**src/rtl/latmem_pkg.sv**
```systemverilog
package latmem_pkg;

   // Index width for a range of n values, never below one bit.
   function automatic int unsigned width_of(input int unsigned n);
      return (n < 2) ? 1 : $clog2(n);
   endfunction

   typedef enum logic {
      OP_READ  = 1'b0,
      OP_WRITE = 1'b1
   } req_op_e;

endpackage

```
**src/rtl/latmem_store.sv**
```systemverilog
module latmem_store
   import latmem_pkg::*;
#(
   parameter int unsigned ADDR_W     = 4,
   parameter int unsigned LINE_BYTES = 8
) (
   input  logic                      clk,
   input  logic                      we,
   input  logic [ADDR_W-1:0]         addr,
   input  logic [LINE_BYTES-1:0]     be,
   input  logic [8*LINE_BYTES-1:0]   wdata,
   output logic [8*LINE_BYTES-1:0]   rdata
);
   localparam int unsigned LINES = 1 << ADDR_W;

   // One array per byte lane: each lane has a single writer.
   for (genvar b = 0; b < LINE_BYTES; b++) begin : g_lane
      logic [7:0] lane_mem [LINES];

      always_ff @(posedge clk) begin
         if (we && be[b]) begin
            lane_mem[addr] <= wdata[b*8 +: 8];
         end
      end

      assign rdata[b*8 +: 8] = lane_mem[addr];
   end

endmodule

```
**src/rtl/latmem_pendq.sv**
```systemverilog
module latmem_pendq
   import latmem_pkg::*;
#(
   parameter int unsigned DEPTH  = 4,
   parameter int unsigned DATA_W = 64,
   parameter int unsigned TAG_W  = 4,
   parameter int unsigned LAT    = 3,
   localparam int unsigned OCC_W = $clog2(DEPTH + 1)
) (
   input  logic              clk,
   input  logic              rst,
   input  logic              push,
   input  logic [DATA_W-1:0] push_data,
   input  logic [TAG_W-1:0]  push_tag,
   input  logic              take,
   output logic              out_valid,
   output logic [DATA_W-1:0] out_data,
   output logic [TAG_W-1:0]  out_tag,
   output logic [OCC_W-1:0]  occ
);
   localparam int unsigned CW = width_of(LAT + 1);
   localparam int unsigned IW = width_of(DEPTH);

   logic [DEPTH-1:0]  v_q, v_n;
   logic [CW-1:0]     cnt_q [DEPTH];
   logic [CW-1:0]     cnt_n [DEPTH];
   logic [DATA_W-1:0] dat_q [DEPTH];
   logic [DATA_W-1:0] dat_n [DEPTH];
   logic [TAG_W-1:0]  tag_q [DEPTH];
   logic [TAG_W-1:0]  tag_n [DEPTH];
   logic [OCC_W-1:0]  occ_q, occ_n, wr_slot;
   logic [DEPTH-1:0]  due;
   logic [IW-1:0]     sel;
   logic              any_due, pop;

   for (genvar i = 0; i < DEPTH; i++) begin : g_due
      assign due[i] = v_q[i] && (cnt_q[i] == '0);
   end

   // Lowest index wins; the compacted queue keeps it the oldest.
   always_comb begin
      sel = '0;
      for (int i = DEPTH - 1; i >= 0; i--) begin
         if (due[i]) sel = IW'(i);
      end
   end

   assign any_due   = |due;
   assign pop       = any_due && take;
   assign out_valid = pop;
   assign out_data  = dat_q[sel];
   assign out_tag   = tag_q[sel];
   assign occ       = occ_q;
   assign wr_slot   = occ_q - OCC_W'(pop);
   assign occ_n     = occ_q - OCC_W'(pop) + OCC_W'(push);

   always_comb begin
      for (int i = 0; i < DEPTH; i++) begin
         int nx;
         nx = (i + 1 < DEPTH) ? i + 1 : i;
         if (pop && (i >= int'(sel))) begin
            if (i + 1 < DEPTH) begin
               v_n[i]   = v_q[nx];
               cnt_n[i] = cnt_q[nx];
               dat_n[i] = dat_q[nx];
               tag_n[i] = tag_q[nx];
            end else begin
               v_n[i]   = 1'b0;
               cnt_n[i] = '0;
               dat_n[i] = '0;
               tag_n[i] = '0;
            end
         end else begin
            v_n[i]   = v_q[i];
            cnt_n[i] = cnt_q[i];
            dat_n[i] = dat_q[i];
            tag_n[i] = tag_q[i];
         end
         if (cnt_n[i] != '0) cnt_n[i] = cnt_n[i] - 1'b1;
         if (push && (OCC_W'(i) == wr_slot)) begin
            v_n[i]   = 1'b1;
            cnt_n[i] = CW'(LAT);
            dat_n[i] = push_data;
            tag_n[i] = push_tag;
         end
      end
   end

   always_ff @(posedge clk) begin
      if (rst) begin
         v_q   <= '0;
         occ_q <= '0;
      end else begin
         v_q   <= v_n;
         occ_q <= occ_n;
      end
   end

   always_ff @(posedge clk) begin
      cnt_q <= cnt_n;
      dat_q <= dat_n;
      tag_q <= tag_n;
   end

   // occupancy stays within the queue
   assert_occ_bound_R6: assert property (@(posedge clk) disable iff (rst)
      occ_q <= OCC_W'(DEPTH));

   // a due read held back by the consumer is still due next cycle
   assert_due_held_R3: assert property (@(posedge clk) disable iff (rst)
      (any_due && !take) |=> any_due);

endmodule

```
**src/rtl/latmem_throttle.sv**
```systemverilog
module latmem_throttle
   import latmem_pkg::*;
#(
   parameter int unsigned LIMIT = 4,
   parameter int unsigned MOD   = 5,
   parameter int unsigned OCC_W = 3
) (
   input  logic             clk,
   input  logic             rst,
   input  logic             stall_en,
   input  logic [OCC_W-1:0] occ,
   output logic             stall
);
   logic pattern_hit;

   if (MOD == 1) begin : g_every
      assign pattern_hit = 1'b1;
   end else begin : g_phase
      localparam int unsigned PW = width_of(MOD);
      logic [PW-1:0] phase;

      always_ff @(posedge clk) begin
         if (rst)                         phase <= '0;
         else if (phase == PW'(MOD - 1))  phase <= '0;
         else                             phase <= phase + 1'b1;
      end

      assign pattern_hit = (phase == '0);
   end

   assign stall = (occ >= OCC_W'(LIMIT)) || (stall_en && pattern_hit);

endmodule

```
**src/rtl/latmem_emu.sv**
```systemverilog
module latmem_emu
   import latmem_pkg::*;
#(
   parameter int unsigned ADDR_W     = 4,
   parameter int unsigned LINE_BYTES = 8,
   parameter int unsigned TAG_W      = 4,
   parameter int unsigned LATENCY    = 3,
   parameter int unsigned Q_LIMIT    = 4,
   parameter int unsigned STALL_MOD  = 5
) (
   input  logic                    clk,
   input  logic                    rst,
   input  logic                    stall_en,
   input  logic                    req_valid,
   output logic                    req_ready,
   input  logic                    req_write,
   input  logic [ADDR_W-1:0]       req_addr,
   input  logic [LINE_BYTES-1:0]   req_byteen,
   input  logic [8*LINE_BYTES-1:0] req_data,
   input  logic [TAG_W-1:0]        req_tag,
   input  logic                    rsp_ready,
   output logic                    rsp_valid,
   output logic [8*LINE_BYTES-1:0] rsp_data,
   output logic [TAG_W-1:0]        rsp_tag
);
   localparam int unsigned DW    = 8 * LINE_BYTES;
   localparam int unsigned OCC_W = $clog2(Q_LIMIT + 1);

   if (ADDR_W < 1 || ADDR_W > 10) begin : g_bad_addr
      $error("latmem_emu: ADDR_W must be 1..10");
   end
   if (LINE_BYTES < 1) begin : g_bad_line
      $error("latmem_emu: LINE_BYTES must be at least 1");
   end
   if (TAG_W < 1) begin : g_bad_tag
      $error("latmem_emu: TAG_W must be at least 1");
   end
   if (Q_LIMIT < 1) begin : g_bad_limit
      $error("latmem_emu: Q_LIMIT must be at least 1");
   end
   if (STALL_MOD < 1) begin : g_bad_mod
      $error("latmem_emu: STALL_MOD must be at least 1");
   end

   req_op_e          op;
   logic             stall, fire, wr_fire, rd_fire;
   logic [DW-1:0]    line_rd;
   logic [OCC_W-1:0] occ;

   assign op        = req_write ? OP_WRITE : OP_READ;
   assign req_ready = !stall;
   assign fire      = req_valid && req_ready;
   assign wr_fire   = fire && (op == OP_WRITE);
   assign rd_fire   = fire && (op == OP_READ);

   latmem_throttle #(
      .LIMIT (Q_LIMIT),
      .MOD   (STALL_MOD),
      .OCC_W (OCC_W)
   ) u_throttle (
      .clk      (clk),
      .rst      (rst),
      .stall_en (stall_en),
      .occ      (occ),
      .stall    (stall)
   );

   latmem_store #(
      .ADDR_W     (ADDR_W),
      .LINE_BYTES (LINE_BYTES)
   ) u_store (
      .clk   (clk),
      .we    (wr_fire),
      .addr  (req_addr),
      .be    (req_byteen),
      .wdata (req_data),
      .rdata (line_rd)
   );

   latmem_pendq #(
      .DEPTH  (Q_LIMIT),
      .DATA_W (DW),
      .TAG_W  (TAG_W),
      .LAT    (LATENCY)
   ) u_pendq (
      .clk       (clk),
      .rst       (rst),
      .push      (rd_fire),
      .push_data (line_rd),
      .push_tag  (req_tag),
      .take      (rsp_ready),
      .out_valid (rsp_valid),
      .out_data  (rsp_data),
      .out_tag   (rsp_tag),
      .occ       (occ)
   );

   // the throttle never lets a read into a full queue
   assert_no_overflow_R6: assert property (@(posedge clk) disable iff (rst)
      rd_fire |-> (occ < OCC_W'(Q_LIMIT)));

   // an accepted write adds nothing to the pending queue
   assert_write_silent_R5: assert property (@(posedge clk) disable iff (rst)
      (wr_fire && !rsp_valid) |=> (occ == $past(occ)));

endmodule

```
**config.mk**
```make
export PLATFORM = sky130hd
export DESIGN_NAME = latmem_emu
export DESIGN_NICKNAME = d
export VERILOG_FILES = /design/src/rtl/latmem_pkg.sv /design/src/rtl/latmem_store.sv /design/src/rtl/latmem_pendq.sv /design/src/rtl/latmem_throttle.sv /design/src/rtl/latmem_emu.sv
export SDC_FILE = /design/constraint.sdc
export NUM_CORES = 1
export LEC_CHECK = 0
export BUFFER_PORTS_ARGS = -buffer_cell sky130_fd_sc_hd__buf_4
export CORE_MARGIN = 2
export CORE_UTILIZATION = 56
export CTS_CLUSTER_SIZE = 20
export DETAILED_ROUTE_END_ITERATION = 10
export PLACE_DENSITY = 0.82
export REMOVE_ABC_BUFFERS = 1
export SYNTH_ARGS = -nofsm -noshare
export SYNTH_HDL_FRONTEND = slang
export SYNTH_SLANG_ARGS = --single-unit
```
**constraint.sdc**
```tcl
create_clock -name clk -period 4.19 [get_ports clk]
set_input_delay 0.6285 -clock clk [delete_from_list [all_inputs] [get_ports clk]]
set_output_delay 0.6285 -clock clk [all_outputs]
set_load 0.1 [all_outputs]
```
**Yosys cells after proc, flatten, opt, wreduce, memory -nomap -nowiden**

Memories as Yosys holds them, arrays and structs flattened.
Index checks and enable logic that the tools add are counted.

- Register bits after elaboration: 290
- RAM bits: 1024
- Input port bits: 86
- Output and inout bits: 70
- Memories kept: 8

Memory list:

| memory | depth | bits a word | rd ports | clocked after Yosys merged registers in | wr ports | line | RTL |
|---|---|---|---|---|---|---|---|
| u_store.g_lane[0].lane_mem | 16 | 8 | 1 | 0 | 1 | latmem_store.sv:18 | `logic [7:0] lane_mem [LINES];` |
| u_store.g_lane[1].lane_mem | 16 | 8 | 1 | 0 | 1 | latmem_store.sv:18 |  |
| u_store.g_lane[2].lane_mem | 16 | 8 | 1 | 0 | 1 | latmem_store.sv:18 |  |
| u_store.g_lane[3].lane_mem | 16 | 8 | 1 | 0 | 1 | latmem_store.sv:18 |  |
| u_store.g_lane[4].lane_mem | 16 | 8 | 1 | 0 | 1 | latmem_store.sv:18 |  |
| u_store.g_lane[5].lane_mem | 16 | 8 | 1 | 0 | 1 | latmem_store.sv:18 |  |
| +2 memories | - | - | - | - | - | - |  |

- $add $sub $neg: 7
- Magnitude comparators: 5
- Equality and inequality tests: 4
- Muxes and demuxes: 59
- Bitwise operators: 2
- Reductions and logical operators: 42

Operator list:

| kind | count |
|---|---|
| 64-bit 2-to-1 mux | 10 |
| 64-bit binary-select mux with 2-bit select | 1 |
| 4-bit 2-to-1 mux | 10 |
| 1-bit 2-to-1 mux | 25 |
| 1-bit logical AND | 24 |
| 2-bit 2-to-1 mux | 12 |
| 2-bit nonzero test | 8 |
| 4-bit binary-select mux with 2-bit select | 1 |
| 2-bit zero test | 4 |
| 2-bit by 1-bit subtractor with 2-bit output (second input constant) | 4 |
| 2-bit by 3-bit == test with 1-bit output (first input constant) | 2 |
| 3-bit greater-or-equal comparator (second input constant) | 2 |
| 3-bit zero test | 2 |
| 1-bit by 2-bit greater-or-equal comparator with 1-bit output (first input constant) | 2 |
| 4-bit OR reduction | 1 |
| 3-bit by 1-bit adder with 3-bit output | 1 |
| 3-bit by 1-bit adder with 3-bit output (second input constant) | 1 |
| 1-bit by 3-bit == test with 1-bit output (first input constant) | 1 |
| 3-bit == test (second input constant) | 1 |
| 2-bit NOT with 3-bit output | 1 |
| 3-bit by 1-bit subtractor with 3-bit output | 1 |
| 2-bit greater-or-equal comparator (first input constant) | 1 |
| 2-bit OR reduction | 1 |
| 1-bit zero test | 1 |
| 2 further kinds | 2 |

**Depth between registers and ports, before layout**

- Depth after elaboration: 11
- Gate-level depth with buffers: 10
- Mapped depth without buffers: 8

**Modules after synthesis**

Synthesis repeated with hierarchy kept, for this count alone.

- Cell total of the unflattened synthesis: 2872
- Area, all modules: 52841.9 um^2

By module, submodules not included:

| module | times used | cells an instance | area an instance (um^2) | seq. area each (um^2) |
|---|---|---|---|---|
| latmem_store | 1 | 1729 | 38763.4 | 30749.5 |
| latmem_pendq | 1 | 1125 | 13917.1 | 8468.1 |
| latmem_throttle | 1 | 15 | 141.4 | 60.1 |
| latmem_emu | 1 | 3 | 20.0 | 0.0 |

**Worst setup path before layout**

Ideal clock, no wire load.

- Path kind: reg-to-reg
- From: register u_pendq.cnt_q[5] (netlist name)
- To: register u_pendq.dat_q[0] (netlist name), enable pin
- Setup time: 0.436 ns
- Arrival time: 5.480 ns
- Slack: -1.726 ns
- Stages on the path, launching flop included: 10
- Path buffers: 2
- Path through: dfxtp_1 or3b_2 a41oi_1 ha_1 ha_1 clkbuf_1 nor2_1 nand2_1 clkbuf_1 nand2b_1

- Longest elaborated chain between the ends: 8

Ends and longest elaborated chain:

| what | line | RTL |
|---|---|---|
| start, declared | latmem_pendq.sv:25 | `logic [CW-1:0] cnt_q [DEPTH];` |
| start signal, assigned | latmem_pendq.sv:100 | `cnt_q <= cnt_n;` |
| 2-bit zero test * | latmem_pendq.sv:37 | `assign due[i] = v_q[i] && (cnt_q[i] == '0);` |
| 1-bit logical AND * | latmem_pendq.sv:37 |  |
| 4-bit OR reduction * | latmem_pendq.sv:48 | `assign any_due = \|due;` |
| 1-bit logical AND * | latmem_pendq.sv:49 | `assign pop = any_due && take;` |
| named net rsp_valid | latmem_emu.sv:22 | `output logic rsp_valid,` |
| 3-bit by 1-bit subtractor with 3-bit output | latmem_pendq.sv:54 | `assign wr_slot = occ_q - OCC_W'(pop);` |
| 2-bit by 3-bit == test with 1-bit output | latmem_pendq.sv:80 | `if (push && (OCC_W'(i) == wr_slot)) begin` |
| 1-bit logical AND | latmem_pendq.sv:80 |  |
| 2-bit nonzero test (no line) * | - |  |
| end signal, assigned | latmem_pendq.sv:101 | `dat_q <= dat_n;` |
| end, declared | latmem_pendq.sv:27 | `logic [DATA_W-1:0] dat_q [DEPTH];` |

The timed path passes the listed nets; every way through them passes the cells marked *.
A chain may end at the register's enable or synchronous reset.

**Worst setup path after layout**

- From: register u_pendq.v_q[3]
- To: output rsp_data[36]

- Longest elaborated chain between the ends: 9

Ends and longest elaborated chain:

| what | line | RTL |
|---|---|---|
| start, declared | latmem_pendq.sv:24 | `logic [DEPTH-1:0] v_q, v_n;` |
| start signal, assigned | latmem_pendq.sv:94 | `v_q <= v_n;` |
| 1-bit logical AND | latmem_pendq.sv:37 |  |
| 2-bit 2-to-1 mux (4 in a row) | latmem_pendq.sv:44 | `if (due[i]) sel = IW'(i);` |
| 2-bit NOT with 3-bit output (implied by the code) | latmem_pendq.sv:51 | `assign out_data = dat_q[sel];` |
| 64-bit binary-select mux with 2-bit select | latmem_pendq.sv:51 |  |
| 64-bit 2-to-1 mux (implied by the code) (2 in a row) | latmem_pendq.sv:51 |  |
| end, declared | latmem_emu.sv:23 | `output logic [8*LINE_BYTES-1:0] rsp_data,` |

No other way between the ends. The select of a mux whose other input is x is not followed.

==> flow_summary.rst <==
.. list-table::
   :header-rows: 1

   * - Metric
     - Value
   * - Critical path type
     - reg -> out
   * - Post-synth design cell area
     - about 0.053 mm²
   * - Root cell of the clock tree
     - clkbuf_16
   * - Synth warnings
     - 0
   * - Worst-Margin Slew
     - between 1 and 1.5 ns
   * - Startpoint class of the critical path
     - flop
   * - Largest cells by area after synthesis
     - edfxtp_1 73%, mux4_2 11%, mux2_2 4.1%
   * - Run status
     - finished, final reports clean
   * - Total half-perimeter wirelength after legalization and detailed placement
     - 79100 µm
   * - Data required time of the worst path
     - 3.56 ns
   * - Final-stage net count
     - 3012
   * - DRC violation total after the first TritonRoute iteration
     - 3257
   * - Maximum vdd drop
     - 384 µV
   * - Number of rows created at floorplan
     - about 110
   * - Die ar.
     - 0.0976 mm²
   * - Portion of the post-synthesis area used by sequential elements
     - 73.7%
   * - Final Setup Violations
     - 0
   * - CP max stage delay
     - 0.55 ns
   * - Highest fanout seen on the critical path
     - 58
   * - Post-CTS Setup Repair Bufs
     - 0
   * - Power, Total
     - approximately 32 mW
   * - Cell class contributing the biggest share of worst-path delay
     - buffers and inverters
   * - Congestion Overflow GR
     - 0
   * - Buffers and inverters on the worst path
     - 2
   * - Share of cell area taken by muxes after synthesis
     - 19.1%
   * - Clock tree from TritonCTS
     - done
   * - Non-Filler Cell Area, Final
     - about 0.061 mm²
   * - Number of global-route vias before repair
     - 29.0k
   * - Critical-path cell list
     - or3b_1, a211oi_4, buf_12, mux2i_1, mux2i_1, buf_4
   * - Horizontal extent of the die
     - 312 µm
   * - Pre-antenna DRT Iters
     - 6
   * - Final Hold Slack
     - 0.207 ns
   * - Largest buffer count on any clock path
     - 3
   * - Simple-gate share of the synthesized area
     - under 10%
   * - Distinct cell type count after synthesis
     - 46
   * - Total of max-cap violations
     - 0
   * - HP Class
     - in -> reg
   * - Setup crit end kind
     - primary output
   * - Upper clock frequency limit
     - 0.244 GHz
   * - Core area
     - 0.0946 mm²
   * - Total I/O pin count
     - 156
   * - Number of instances in the placed design
     - 4065
   * - Sinks on the clock net
     - between 1k and 1.5k
   * - RSZ-0062 raised after global routing
     - false
   * - Adder-cell share of the synthesized area
     - 0.117%
   * - Share of layout cells above drive strength 1
     - between 30 and 40%
   * - Clock edge transition at the registers on the reported setup and hold paths
     - 0.06 ns
   * - Area after detailed placement
     - approximately 0.057 mm²
   * - Leakage power total
     - 19.3 nW
   * - Share of the synthesized area in compound gates (AO/OA/AOI/OAI)
     - 3.31%
   * - Synthesized instance count
     - 2631
   * - Most common cell in the synthesized netlist
     - edfxtp_1
   * - Avg Inst Size Synth
     - 20.3 µm²
   * - Global placement routability congestion
     - just over 0.8
   * - Via/cell ratio
     - 6.53
   * - Worst R2R Setup Slack
     - 0.55 ns
   * - Gr usage total
     - 26.3%
   * - Area share of xor/xnor cells in the synthesized design
     - 0.0493%
   * - Number of non-filler instances in the completed layout
     - 4290
   * - Number of remaining DRC errors
     - 0
   * - Total power divided by cell area
     - about 530 mW/mm²
   * - First-pass GRT wire length
     - 191000 µm
   * - Maximum number of pins on one net before global-route repair
     - ~130
   * - Main combinational cell family by area after synthesis
     - multiplexers
   * - Number of clock buffers inserted by TritonCTS
     - ~120
   * - Yosys top cell area share
     - 73.0%
   * - Commonest cells post-synth
     - 1296 x edfxtp_1, 256 x mux4_2, 207 x mux2i_1
   * - Initial antenna violation count
     - 7
   * - Critical path's slowest cell
     - mux2i_1
   * - Most frequently used flop master after synthesis
     - edfxtp_1
   * - Y dimension of the die
     - 312 µm
   * - Leading area contributor after synthesis
     - edfxtp_1
   * - Fraction of registers with async set or reset after synthesis
     - 0%
   * - Area Overhead vs Synth
     - 14.0%
   * - Normalized max-slew margin
     - between 20% and 30%
   * - Count of H-tree levels built during CTS
     - 3
   * - Routed wire length per instance
     - 29.9 µm
   * - Shortest period the worst path allows
     - 4.10 ns
   * - Cts-stage hold buffer count
     - 0
   * - Crit-path most repeated cell
     - mux2i_1
   * - Synthesis-stage register bit count
     - 1314
   * - Final worst path period share
     - 97.8%
   * - Insertion delay to the later sink of the worst-skew pair
     - roughly 0.72 ns
   * - Overall routed net length
     - 128000 µm
   * - Total vias in the final route
     - 28.0k
   * - Fin Clk Skew
     - between 0.03 and 0.04 ns
   * - I/O Buffers
     - 155
   * - Final-report max-slew violation count
     - 0
   * - Post-route ant nets
     - 0
   * - Initial Util
     - 56.3%
   * - Post-Route Utilization
     - 64.2%
   * - EDFF count, synth
     - roughly 1.3k
   * - Data arrival time of the critical path
     - 3.47 ns
   * - Hold Fails Final Rpt
     - 0
   * - Resized cells post-CTS
     - 0
where the power goes:
group | internal (mW) | total (mW) | switching (mW)
Sequential | 15.3 | 15.6 | 0.273
Clock | 6.22 | 10.9 | 4.68
Combinational | 1.65 | 5.65 | 4.00
worst reg2reg max path: stages, from the launching register on:
cell and delay (ns):
dfxtp_1 0.36, or3b_1 0.45, a41oi_1 0.51, ha_1 0.24
ha_1 0.23, nor4_4 0.07, buf_4 0.18, nand3b_1 0.23
buf_4 0.67, mux2_2 0.44
path summary, 6_finish.rpt:
check / from / end / depth (start not counted)
worst max-delay path: u_pendq.v_q[3] / rsp_data[36] / 6
worst min-delay path: rst / u_pendq.occ[1] / 2
worst max register to register: u_pendq.cnt_q[3] / u_pendq.dat_q[101] / 9
worst min register to register: u_pendq.v_q[3] / u_pendq.v_q[3] / 2
metal layers:
metal / vias up / global-route usage, % / share of wire [%]
li1: 11378 / - / -
met1: 14560 / 34.9 / 37
met2: 1786 / 43.2 / 50
met3: 303 / 5.44 / 9.3
met4: 4 / 10.5 / 4.0
met5: - / 0 / 0.019
cells in the final DEF, fill, tap and decap left out, types with 3 or more instances in the layout:
master	n
edfxtp_1	1296
buf_4	298
mux4_2	256
mux2i_1	207
mux2_2	195
nor2_1	136
clkbuf_16	121
nand2_1	88
a22oi_2	70
a21oi_1	69
a22oi_1	58
clkinv_1	32
clkinv_2	23
clkbuf_1	22
buf_12	21
dfxtp_1	18
bufinv_16	15
nand3_1	7
inv_1	7
o21ai_0	6
mux2_4	6
ha_1	5
diode_2	4
nand2b_1	4
nand2_4	4
nor2b_1	4
and3_1	4
nor3b_1	3
mux2_1	3
o211ai_1	3
state kept, by name, indices dropped and copies added, names as in the netlist:
| name | flops |
|---|---|
| u_store.g_lane.lane_mem | 1024 |
| u_pendq.dat_q | 256 |
| u_pendq.tag_q | 16 |
| u_pendq.cnt_q | 8 |
| u_pendq.v_q | 4 |
| u_pendq.occ | 3 |
| u_throttle.g_phase.phase | 3 |
per-stage QoR:
step                setup TNS [ns]  worst slack [ns]
floorplan                 -2703.83            -14.09
global placement                 0             0.786
detailed placement               0             0.635
CTS                              0             0.134
global route                     0            0.0236
finish                           0            0.0906
kinds of logic after synthesis:
kind of cell               after synthesis
AOI/OAI and AO/OA                      213
xor gates and xnor gates                 3
adders and majority gates                5
buffers and inverters                  159
DFF                                   1314
muxes                                  667
and+or+nand+nor                        270
area by class of cell:
type	count	area, µm²
timing repair buffer	321	2690
sequential	1314	39300
fill	5832	33800
antenna	4	10.0
multi-input combinational	1158	13300
inverter	7	26.3
clock inverter	77	782
tap	1265	1580
clock buffer	144	3120
Note: power is estimated with default switching activity, not from simulation.
